===== src/rtl/srp_pkg.sv =====
package srp_pkg;
    typedef enum logic [1:0] {
        ST_IDLE  = 2'd0,
        ST_ARMED = 2'd1,
        ST_SHIFT = 2'd2,
        ST_CHAIN = 2'd3
    } port_state_t;
endpackage


===== src/rtl/srp_edge_detect.sv =====
module srp_edge_detect (
    input  logic clk,
    input  logic rst_n,
    input  logic level_in,
    output logic rise,
    output logic fall
);
    logic prev_q;

    always_ff @(posedge clk or negedge rst_n) begin
        if (!rst_n) prev_q <= 1'b0;
        else        prev_q <= level_in;
    end

    assign rise = level_in & ~prev_q;
    assign fall = ~level_in & prev_q;
endmodule


===== src/rtl/srp_ctrl.sv =====
module srp_ctrl
    import srp_pkg::*;
#(
    parameter int DATA_W = 16
) (
    input  logic        clk,
    input  logic        rst_n,
    input  logic        port_en,
    input  logic        sc_rise,
    input  logic        sc_fall,
    output port_state_t state,
    output logic        do_load,
    output logic        do_cap,
    output logic        do_shift
);
    localparam int CNT_W = $clog2(DATA_W);
    localparam logic [CNT_W-1:0] LAST = CNT_W'(DATA_W - 1);

    port_state_t state_nx;
    logic [CNT_W-1:0] cnt_q;

    always_ff @(posedge clk or negedge rst_n) begin
        if (!rst_n) state <= ST_IDLE;
        else        state <= state_nx;
    end

    always_comb begin
        state_nx = state;
        if (!port_en) begin
            state_nx = ST_IDLE;
        end else begin
            unique case (state)
                ST_IDLE:  state_nx = ST_ARMED;
                ST_ARMED: if (sc_fall) state_nx = ST_SHIFT;
                ST_SHIFT: if (sc_rise && cnt_q == LAST) state_nx = ST_CHAIN;
                ST_CHAIN: state_nx = ST_CHAIN;
            endcase
        end
    end

    always_comb begin
        do_load  = 1'b0;
        do_cap   = 1'b0;
        do_shift = 1'b0;
        unique case (state)
            ST_IDLE:  do_load = 1'b1;
            ST_ARMED: do_cap  = port_en & sc_fall;
            ST_SHIFT: begin
                do_cap   = port_en & sc_fall;
                do_shift = port_en & sc_rise;
            end
            ST_CHAIN: begin
                do_cap   = port_en & sc_fall;
                do_shift = port_en & sc_rise;
            end
        endcase
    end

    always_ff @(posedge clk or negedge rst_n) begin
        if (!rst_n)                        cnt_q <= '0;
        else if (state == ST_IDLE)         cnt_q <= '0;
        else if (do_shift && cnt_q != LAST) cnt_q <= cnt_q + 1'b1;
    end

    assert_drop_to_idle_R6: assert property (@(posedge clk) disable iff (!rst_n)
        !port_en |=> state == ST_IDLE);

    assert_armed_ignores_rise_R3: assert property (@(posedge clk) disable iff (!rst_n)
        (state == ST_ARMED && port_en && sc_rise) |=> state == ST_ARMED);

    assert_chain_after_full_word_R4: assert property (@(posedge clk) disable iff (!rst_n)
        state == ST_CHAIN |-> cnt_q == LAST);
endmodule


===== src/rtl/srp_result_latch.sv =====
module srp_result_latch #(
    parameter int DATA_W = 16
) (
    input  logic              clk,
    input  logic              rst_n,
    input  logic              idle,
    input  logic              conv_done,
    input  logic [DATA_W-1:0] conv_word,
    output logic [DATA_W-1:0] held
);
    logic [DATA_W-1:0] pend_q;
    logic              pend_vld;

    always_ff @(posedge clk or negedge rst_n) begin
        if (!rst_n) begin
            held     <= '0;
            pend_q   <= '0;
            pend_vld <= 1'b0;
        end else if (conv_done) begin
            if (idle) begin
                held     <= conv_word;
                pend_vld <= 1'b0;
            end else begin
                pend_q   <= conv_word;
                pend_vld <= 1'b1;
            end
        end else if (idle && pend_vld) begin
            held     <= pend_q;
            pend_vld <= 1'b0;
        end
    end

    assert_hold_during_read_R7: assert property (@(posedge clk) disable iff (!rst_n)
        !idle |=> $stable(held));
endmodule


===== src/rtl/srp_shifter.sv =====
module srp_shifter #(
    parameter int DATA_W = 16
) (
    input  logic              clk,
    input  logic              rst_n,
    input  logic              do_load,
    input  logic              do_cap,
    input  logic              do_shift,
    input  logic              fmt_offset,
    input  logic [DATA_W-1:0] held,
    input  logic              chain_in,
    output logic              msb
);
    logic [DATA_W-1:0] sreg;
    logic              cap_bit;

    always_ff @(posedge clk or negedge rst_n) begin
        if (!rst_n) begin
            sreg <= '0;
        end else if (do_load) begin
            sreg <= {held[DATA_W-1] ^ ~fmt_offset, held[DATA_W-2:0]};
        end else if (do_shift) begin
            sreg <= {sreg[DATA_W-2:0], cap_bit};
        end
    end

    always_ff @(posedge clk or negedge rst_n) begin
        if (!rst_n)      cap_bit <= 1'b0;
        else if (do_cap) cap_bit <= chain_in;
    end

    assign msb = sreg[DATA_W-1];

    assert_shift_moves_down_R1: assert property (@(posedge clk) disable iff (!rst_n)
        do_shift |=> sreg[DATA_W-1] == $past(sreg[DATA_W-2]));

    assert_chain_enters_lsb_R4: assert property (@(posedge clk) disable iff (!rst_n)
        do_shift |=> sreg[0] == $past(cap_bit));
endmodule


===== src/rtl/serial_result_port.sv =====
module serial_result_port
    import srp_pkg::*;
#(
    parameter int DATA_W = 16
) (
    input  logic              clk,
    input  logic              rst_n,
    input  logic              ser_mode,
    input  logic              fmt_offset,
    input  logic              conv_done,
    input  logic [DATA_W-1:0] conv_word,
    input  logic              cs_n,
    input  logic              rd_n,
    input  logic              shift_clk,
    input  logic              chain_in,
    output logic              sdo,
    output logic              sdo_oe
);
    logic              port_en;
    logic              sc_rise, sc_fall;
    logic              do_load, do_cap, do_shift;
    logic              msb;
    logic [DATA_W-1:0] held;
    port_state_t       state;

    assign port_en = ser_mode & ~cs_n & ~rd_n;

    srp_edge_detect u_edge (
        .clk(clk), .rst_n(rst_n), .level_in(shift_clk),
        .rise(sc_rise), .fall(sc_fall)
    );

    srp_ctrl #(.DATA_W(DATA_W)) u_ctrl (
        .clk(clk), .rst_n(rst_n), .port_en(port_en),
        .sc_rise(sc_rise), .sc_fall(sc_fall), .state(state),
        .do_load(do_load), .do_cap(do_cap), .do_shift(do_shift)
    );

    srp_result_latch #(.DATA_W(DATA_W)) u_latch (
        .clk(clk), .rst_n(rst_n), .idle(do_load),
        .conv_done(conv_done), .conv_word(conv_word), .held(held)
    );

    srp_shifter #(.DATA_W(DATA_W)) u_shift (
        .clk(clk), .rst_n(rst_n), .do_load(do_load), .do_cap(do_cap),
        .do_shift(do_shift), .fmt_offset(fmt_offset), .held(held),
        .chain_in(chain_in), .msb(msb)
    );

    assign sdo_oe = port_en;
    assign sdo    = port_en & msb;

    assert_enabled_means_active_R2: assert property (@(posedge clk) disable iff (!rst_n)
        port_en |=> (state != ST_IDLE) || !port_en);
endmodule


===== config.mk =====
export PLATFORM = sky130hd
export DESIGN_NAME = serial_result_port
export DESIGN_NICKNAME = d
export VERILOG_FILES = /design/src/rtl/srp_pkg.sv /design/src/rtl/srp_edge_detect.sv /design/src/rtl/srp_ctrl.sv /design/src/rtl/srp_result_latch.sv /design/src/rtl/srp_shifter.sv /design/src/rtl/serial_result_port.sv
export SDC_FILE = /design/constraint.sdc
export NUM_CORES = 1
export LEC_CHECK = 0
export CORE_MARGIN = 8
export CORE_UTILIZATION = 56
export CTS_CLUSTER_DIAMETER = 120
export DETAILED_ROUTE_END_ITERATION = 7
export HOLD_SLACK_MARGIN = 0.06
export PLACE_DENSITY = 0.91
export SKIP_LAST_GASP = 1
export SLEW_MARGIN = 20
export SYNTH_ARGS = -nofsm -noshare
export SYNTH_HDL_FRONTEND = slang
export SYNTH_SLANG_ARGS = --single-unit

===== constraint.sdc =====
create_clock -name clk -period 1.9 [get_ports clk]
set_input_delay 0.285 -clock clk [delete_from_list [all_inputs] [get_ports clk]]
set_output_delay 0.285 -clock clk [all_outputs]
set_load 0.05 [all_outputs]

==> Word level (Yosys, flattened, before mapping) <==
Index checks and enable logic that the tools add are counted.
{ "classes": {"muxes": 17, "reduce_logical": 12, "n_bitwise": 14, "n_eq_ne": 8, "n_addsub": 1} }
{ "ops": {"columns": ["cell", "n"], "rows": [
  ["$mux 16", 5],
  ["$mux 4", 2],
  ["$pmux 2 s4", 1],
  ["$and 1x1->1", 7],
  ["$mux 1", 6],
  ["$mux 2", 3],
  ["$ne 3x2->1 const B", 2],
  ["$not 1->1", 6],
  ["$reduce_and 2->1", 3],
  ["$reduce_bool 2->1", 3],
  ["$add 4x1->4 const B", 1],
  ["$eq 2x2->1 const B", 2],
  ["$eq 4x4->1 const B", 1],
  ["$ne 4x4->1 const B", 1],
  ["$logic_and 1x1->1", 3],
  ["$reduce_or 3->1", 1],
  ["$eq 2x1->1 const B", 1],
  ["$logic_not 2->1", 1],
  ["$ne 2x1->1 const B", 1],
  ["$reduce_or 2->1", 1],
  ["$xor 1x1->1", 1]
]} }
{ "totals": {"inputBits": 25, "word_cells": 60, "register_bits": 57, "out_inout_bits": 2} }

==> Longest topological paths before layout <==
Gate-level depths: netlist of run 1.
{ "logic_depth": {"depth_word": 8, "depth_mapped": 6} }

==> Hierarchy <==
Synthesis of run 1 repeated with hierarchy kept, for this count alone.
{ "hier_totals": {"hier_cells": 225, "hier_area_um2": 2647.5} }
{ "modules_own_cells": {"columns": ["module", "n_inst", "area_each_um2", "cells_each"], "rows": [
  ["srp_result_latch", 1, 1486.4, 116],
  ["srp_shifter", 1, 792.0, 71],
  ["srp_ctrl", 1, 309.0, 33],
  ["srp_edge_detect", 1, 40.0, 3],
  ["serial_result_port", 1, 20.0, 2]
]} }

==> Worst setup path before layout of run 1 <==
No wires, ideal clock.
{ "synth_path": {"path_type": "in2out", "startpoint": "input cs_n", "endpoint": "output sdo", "n_path_buf": 1, "arrival_time_ns": 1.525, "t_required_ns": 1.615, "setup_slack_ns": 0.090, "path_stages": 4, "path_cell_list": "or3b_1 clkinv_1 buf_2 and2_1"} }
{ "synth_between": {"elab_chain_len": 4} }
{ "synth_lines": {"columns": ["element", "line", "text"], "rows": [
  ["start: declaration", "serial_result_port.sv:12", "input logic cs_n,"],
  ["$not 1->1", "serial_result_port.sv:26", "assign port_en = ser_mode & ~cs_n & ~rd_n;"],
  ["$and 1x1->1 (2 in a row)", "serial_result_port.sv:26", null],
  ["named net sdo_oe", "serial_result_port.sv:17", "output logic sdo_oe"],
  ["$and 1x1->1", "serial_result_port.sv:51", "assign sdo = port_en & msb;"],
  ["end: declaration", "serial_result_port.sv:16", "output logic sdo,"]
]} }
The timed path passes the listed nets, and every way through them passes these cells.

==> Final worst setup path of run 1 <==
{ "layout_path": {"startpoint": "input ser_mode", "endpoint": "output sdo"} }
{ "layout_between": {"elab_chain_len": 3} }
{ "layout_lines": {"columns": ["element", "line", "text"], "rows": [
  ["start: declaration", "serial_result_port.sv:8", "input logic ser_mode,"],
  ["$and 1x1->1 (2 in a row)", "serial_result_port.sv:26", null],
  ["$and 1x1->1", "serial_result_port.sv:51", null]
]} }
No other way between the ends.

==> results of run 1 <==
==> worst min path at each step <==
stage,start,end,slack (ps),cells after the start
final,rst_n,u_ctrl.state[1]$_DFFE_PN0P_,480,3
after global routing,u_latch.pend_q[15]$_DFFE_PN0P_,u_latch.pend_q[15]$_DFFE_PN0P_,500,1
after CTS,rst_n,u_ctrl.state[1]$_DFFE_PN0P_,480,3
after detailed placement,rst_n,u_latch.pend_q[5]$_DFFE_PN0P_,300,2
after global placement,rst_n,u_edge.prev_q$_DFF_PN0_,310,2
after floorplan,rst_n,u_ctrl.cnt_q[0]$_DFFE_PN0P_,-10,0
==> cells by family (layout without fill, tap and decap cells) <==
| kind of cell | count (synthesis) | count (layout) | synth area share, % |
|---|---|---|---|
| AO/OA/AOI/OAI | 50 | 50 | 12.2 |
| adder cells (fa/ha/maj) | 1 | 1 | 0.461 |
| buffers and inverters | 19 | 61 | 4.33 |
| AND/OR/NAND/NOR | 36 | 36 | 8.11 |
| flip-flops | 57 | 57 | 52.5 |
| XOR/XNOR | 1 | 1 | 0.322 |
| multiplexers | 50 | 50 | 22.1 |
==> layer usage <==
layer  routed length [um]  share of wire, %  GRT usage (%)  vias up
met5                    0                 0              0        -
met4                   76               1.3           6.05        0
met3                  387               6.8           6.88        8
met2                 2920                51           27.4       85
met1                 2320                41           20.3      955
li1                     -                 -              -      869
==> sequential cells by signal (all words and copies together), names as in the netlist <==
signal            flops
u_latch.held         16
u_latch.pend_vld      1
u_ctrl.state          2
u_latch.pend_q       16
u_shift.sreg         16
u_shift.cap_bit       1
u_edge.prev_q         1
u_ctrl.cnt_q          4
==> per-stage QoR <==
| step | instances | worst slack, ps |
|---|---|---|
| 3_3_place_gp | 293 | 70.5 |
| 3_5_place_dp | 293 | 30.7 |
| 4_1_cts | 310 | 86.1 |
| 6_report | 310 | 98.8 |
| 2_1_floorplan | 214 | 90.4 |
| 5_1_grt | 310 | 38.8 |
==> critical path, cell delays in order <==
cell and delay (ps):
clkdlybuf4s50_1 440, or3b_1 360, clkinv_1 110, and2_1 180, buf_12 140
==> layout make-up <==
| cell class | count | share of cell area, % |
|---|---|---|
| Sequential cell | 57 | 43.0 |
| Multi-Input combinational cell | 138 | 35.3 |
| Timing Repair Buffer | 42 | 13.1 |
| Clock buffer | 14 | 5.20 |
| Tap cell | 54 | 2.03 |
| Clock inverter | 2 | 1.06 |
| Inverter | 3 | 0.339 |
==> timing repair <==
| action | in CTS | in global routing |
|---|---|---|
| setup endpoints to repair | 0 | 0 |
| hold buffers | 1 | 0 |
| endpoints found under the hold margin | 57 | 0 |
==> cell usage in the layout, fill, tap and decap left out, drive strengths merged, types with 2 or more instances in the layout <==
cell / instances
clkdlybuf4s50: 23
a31oi: 4
nor2b: 2
or3: 2
inv: 2
clkinv: 2
and3: 2
mux2: 49
o21ai: 16
dfrtp: 57
buf: 18
o211ai: 3
a21oi: 12
nor2: 8
nand3: 4
a221o: 11
clkbuf: 14
nand4: 3
nand2: 8
==> power groups by stage <==
stage	clock, mW	combinational [mW]	sequential [mW]
after floorplan	0	0.374	1.56
after global placement	0	0.493	1.60
after detailed placement	0	0.523	1.61
after CTS	1.19	0.528	1.60
after global routing	1.24	0.575	1.62
final	1.17	0.523	1.60
==> impl_metrics.yaml, run 1 <==
detailed_routing:
  drt.antenna.violating_nets: 0
  drt-total-wl_mm: 5.70
  vias: 1917
  drt-wirelength-per-cell_um: 18.4
  first_iter_violations: 253
  drt-pass1-iter-count: 4
  detail_route.drc_violations: 0
  vias_per_cell: 6.18
worst_hold_path:
  hold_path.class: "in2async"
synth:
  postSynthAreaPerCell_um2: 12.7
  synth_top_cells_by_area: "dfrtp_1 53%, mux2_1 12%, mux2_4 5.5%, mux2_2 4.1%, a221o_1 4.1%"
  syn-cell-area_um2: 2720
  yosysMostFrequentCell: "dfrtp_1"
  syn_inst: 214
  ys_seq_elements: 57
  synth_nets: 240
  synthDominantAreaCellType: "dfrtp_1"
  post-synth-top-area-fraction_pct: 52.5
  synth.yosys.warnings: 0
  synth_seq_area_share_pct: 52.5
  synth_common_cells: "57 x dfrtp_1, 29 x mux2_1, 13 x o21ai_0, 12 x a21oi_1, 11 x a221o_1"
  postSynth.asyncResetShare_pct: 100
  synth_edf_count: 0
  synth.lib_cells_used.distinct: 42
  yosys_most_used_dff: "dfrtp_1"
setup_path:
  r2r_cells: 3
  reg2reg_from: "u_ctrl.state[1]$_DFFE_PN0P_"
  worst_ep_arrival_time_ps: 1520
  crit_end: "sdo"
  timing.reg2reg.setup_slack_ps: 270
  startpoint: "ser_mode"
  crit_fanout: 5
  startpoint_type: "input port"
  cp.required_ps: 1620
  worst_r2r_endpoint: "u_latch.held[4]$_DFFE_PN0P_"
  critical_path.endpoint_type: "output port"
  worst-setup-path-type: "in2out"
power:
  fin_total_pwr_mw: 3.29
  power_switching_mw: 0.798
  netSwitchingFraction_pct: 24.2
  p_comb_share_pct: 15.9
  power_density_nw_per_um2: 992
  power.internal_mw: 2.50
  leakagePower_nw: 1.45
  power.sequential.fraction_pct: 48.7
  vdd.ir_drop.worst_v: 0.000702
  proportion_of_power_drawn_by_the_clock_network_pct: 35.4
floorplanning:
  initial_core_util_pct: 57.9
  dieArea_um2: 7340
  die_w_um: 85.6
  die_height_um: 85.6
  coreArea_um2: 4690
  rows: 25
  pin_count: 27
cells_and_area:
  final_layout_size_suffix_gt1_share_pct: 21.9
  final_standard_cell_utilization_of_the_core_pct: 70.8
  sequential_cell_area_um2: 1430
  antenna_cells_inserted: 0
  synthToLayoutAreaGrowth_pct: 22.2
  final_area_um2: 3320
  nFillCells: 303
  multi_input_area_um2: 1170
  num-nets-final: 277
timing:
  setup_viol_count_final: 0
  worst_hold_slack_ps: 479
  timing.final.crit_share_pct: 94.8
  setup_total_negative_slack_ps: 0
  drv_slew: 0
  period_minus_slack_ps: 1800
  grt_setup_unrepaired: "false"
  worst_pin_slew_ps: 384
  timing_hold_violations_final: 0
  max_freq_mhz: 555
  remaining_max_slew_budget_at_the_tightest_pin_pct: 74.4
  worst_clock_skew_ps: 8.34
global_route:
  grt_antenna_before_repair: 0
  grt_use_total_pct: 17.1
  grt_first_pass_wirelength_mm: 9.78
  grt_max_degree: 58
  number_of_global_route_vias_before_repair: 2041
  grt_overflow: 0
job:
  max-cap-violations: 0
placement:
  placed_cell_area_um2: 3100
  gpl.final_weighted_congestion: 0.826
  place.detailed.hpwl_mm: 3.65
  port-buffer-count: 26
cts:
  postCtsSetupBuffers: 0
  cts.repair.resized: 0
  cts_max_path_buffers: 2
  clkSinkCount: 57
  worst_setup_hold_path_clk_slew_ps: 60
  numCtsBuffers: 9
  ctsHtreeMaxLevel: 3
  insertion_delay_ps: 340
  tritoncts: "yes"
  master_cell_of_the_clock_root_buffer: "clkbuf_8"
outcome:
  run_status: "finished clean"
No activity file was read; power rests on OpenSTA's default activity.
==> run 2, diff against run 1 <==
Settings changed: CAP_MARGIN set to 20.
==> results of run 2 <==
Same layout as run 1: the final DEF is identical, and so are final timing and power.
==> run 3, diff against run 2 <==
Settings changed: CORE_MARGIN 8 to unset.
==> run 3 against run 2 <==
Compared with the run above:
- clock skew about the same
- via count decreased by 2.2%
- sequential power about the same
- core utilization increased by 2.8 points
- global-route usage increased by 8.7 points
- critical endpoint unchanged
- largest power group unchanged
==> impl_metrics.yaml, run 3 (synthesis gave the netlist of run 1 again) <==
outcome:
  run_status: "finished clean"
timing:
  fin_ws_ps: 56.3
  setup_viol_count_final: 0
  period_minus_slack_ps: 1840
  setup_total_negative_slack_ps: 0
  grt_setup_unrepaired: "false"
  timing_hold_violations_final: 0
  worst_pin_slew_ps: 367
  max_freq_mhz: 542
  remaining_max_slew_budget_at_the_tightest_pin_pct: 75.5
  worst_hold_slack_ps: 480
  drv_slew: 0
  timing.final.crit_share_pct: 97.0
  worst_clock_skew_ps: 8.38
detailed_routing:
  vias_per_cell: 6.06
  drt-total-wl_mm: 5.69
  drt.antenna.violating_nets: 0
  drt-pass1-iter-count: 4
  vias: 1874
  first_iter_violations: 197
  drt-wirelength-per-cell_um: 18.4
  detail_route.drc_violations: 0
global_route:
  number_of_global_route_vias_before_repair: 1979
  grt_overflow: 0
  grt_first_pass_wirelength_mm: 9.85
  grt_use_total_pct: 25.8
  grt_max_degree: 58
  grt_antenna_before_repair: 0
setup_path:
  r2r_cells: 3
  timing.reg2reg.setup_slack_ps: 300
  critical_path.endpoint_type: "output port"
  worst_r2r_endpoint: "u_latch.held[3]$_DFFE_PN0P_"
  worst-setup-path-type: "in2out"
  cp.required_ps: 1620
  worst_ep_arrival_time_ps: 1560
  reg2reg_from: "u_ctrl.state[1]$_DFFE_PN0P_"
  startpoint_type: "input port"
  crit_fanout: 4
floorplanning:
  die_w_um: 71.6
  initial_core_util_pct: 60.3
  pin_count: 27
  dieArea_um2: 5130
  coreArea_um2: 4500
  die_height_um: 71.6
  rows: 24
cells_and_area:
  layout_commonest_cell: "dfrtp_1"
  final_area_um2: 3310
  num-nets-final: 278
  antenna_cells_inserted: 0
  synthToLayoutAreaGrowth_pct: 22.0
  top_regs: "u_latch.held (16), u_latch.pend_q (16), u_shift.sreg (16)"
  final_cell_mix: "57 x dfrtp_1, 29 x mux2_1, 23 x clkdlybuf4s50_1, 14 x buf_4, 13 x o21ai_0"
  final_layout_size_suffix_gt1_share_pct: 22.2
cts:
  tritoncts: "yes"
  ctsHtreeMaxLevel: 3
  numCtsBuffers: 9
  clkSinkCount: 57
  cts_max_path_buffers: 2
  insertion_delay_ps: 340
  master_cell_of_the_clock_root_buffer: "clkbuf_8"
  cts.repair.resized: 0
  worst_setup_hold_path_clk_slew_ps: 70
placement:
  preCtsSetupSlack_ps: 25.4
  port-buffer-count: 26
  place.detailed.hpwl_mm: 3.67
  gpl.final_weighted_congestion: 0.864
  placed_cell_area_um2: 3100
worst_hold_path:
  hold_path.class: "in2async"
power:
  leakagePower_nw: 1.45
  fin_total_pwr_mw: 3.31
  power_density_nw_per_um2: 999
  vdd.ir_drop.worst_v: 0.000665
job:
  max-cap-violations: 0
[run 3: cell count changes in the layout (fill, tap and decap cells not counted), sizes merged]
cell	previous run	this run
buf	18	19
[run 3: worst max path at each step]
stage,from,to,depth (start not counted)
6_report,ser_mode,sdo,5
5_1_grt,ser_mode,sdo,5
4_1_cts,ser_mode,sdo,5
3_5_place_dp,ser_mode,u_shift.sreg[13]$_DFFE_PN0P_,5
3_3_place_gp,ser_mode,sdo,5
2_1_floorplan,cs_n,sdo,4
[run 3: per-layer routing]
metal,wire length (um),track usage (%)
met5,0,0
met4,82,9.80
met3,302,9.14
met2,2850,40.4
met1,2460,33.3
[run 3: worst max-delay path: stages]
cell	delay, ps
clkdlybuf4s50_1	450
or3b_1	370
clkinv_1	120
and2_1	190
buf_12	140
[run 3: power by group]
group          leakage (nW)  switching (mW)  internal [mW]
logic                 0.643           0.200          0.323
clock network         0.107           0.469          0.712
registers             0.699           0.144           1.46
total                  1.45           0.812           2.50
[run 3: cell type report]
cell class              instances  area (um^2)
inverters                       3         11.3
clock buffers                  14          173
multi-input cells             138         1170
flip-flops and latches         57         1430
repair buffers                 43          430
fillers                       290         1190
well taps                      52         65.1
clock inverters                 2         35.0
[run 3: timing repair]
action / CTS / global route
hold buffers: 1 / 0
buffers inserted: 0 / 0
endpoints found under the hold margin: 57 / 0
[run 3: through the flow]
stage | std cells | utilization (%)
detailed placement | 292 | 68.7
CTS | 309 | 73.6
finish | 309 | 73.6
floorplan | 214 | -
global placement | 292 | 68.7
global route | 309 | 73.6
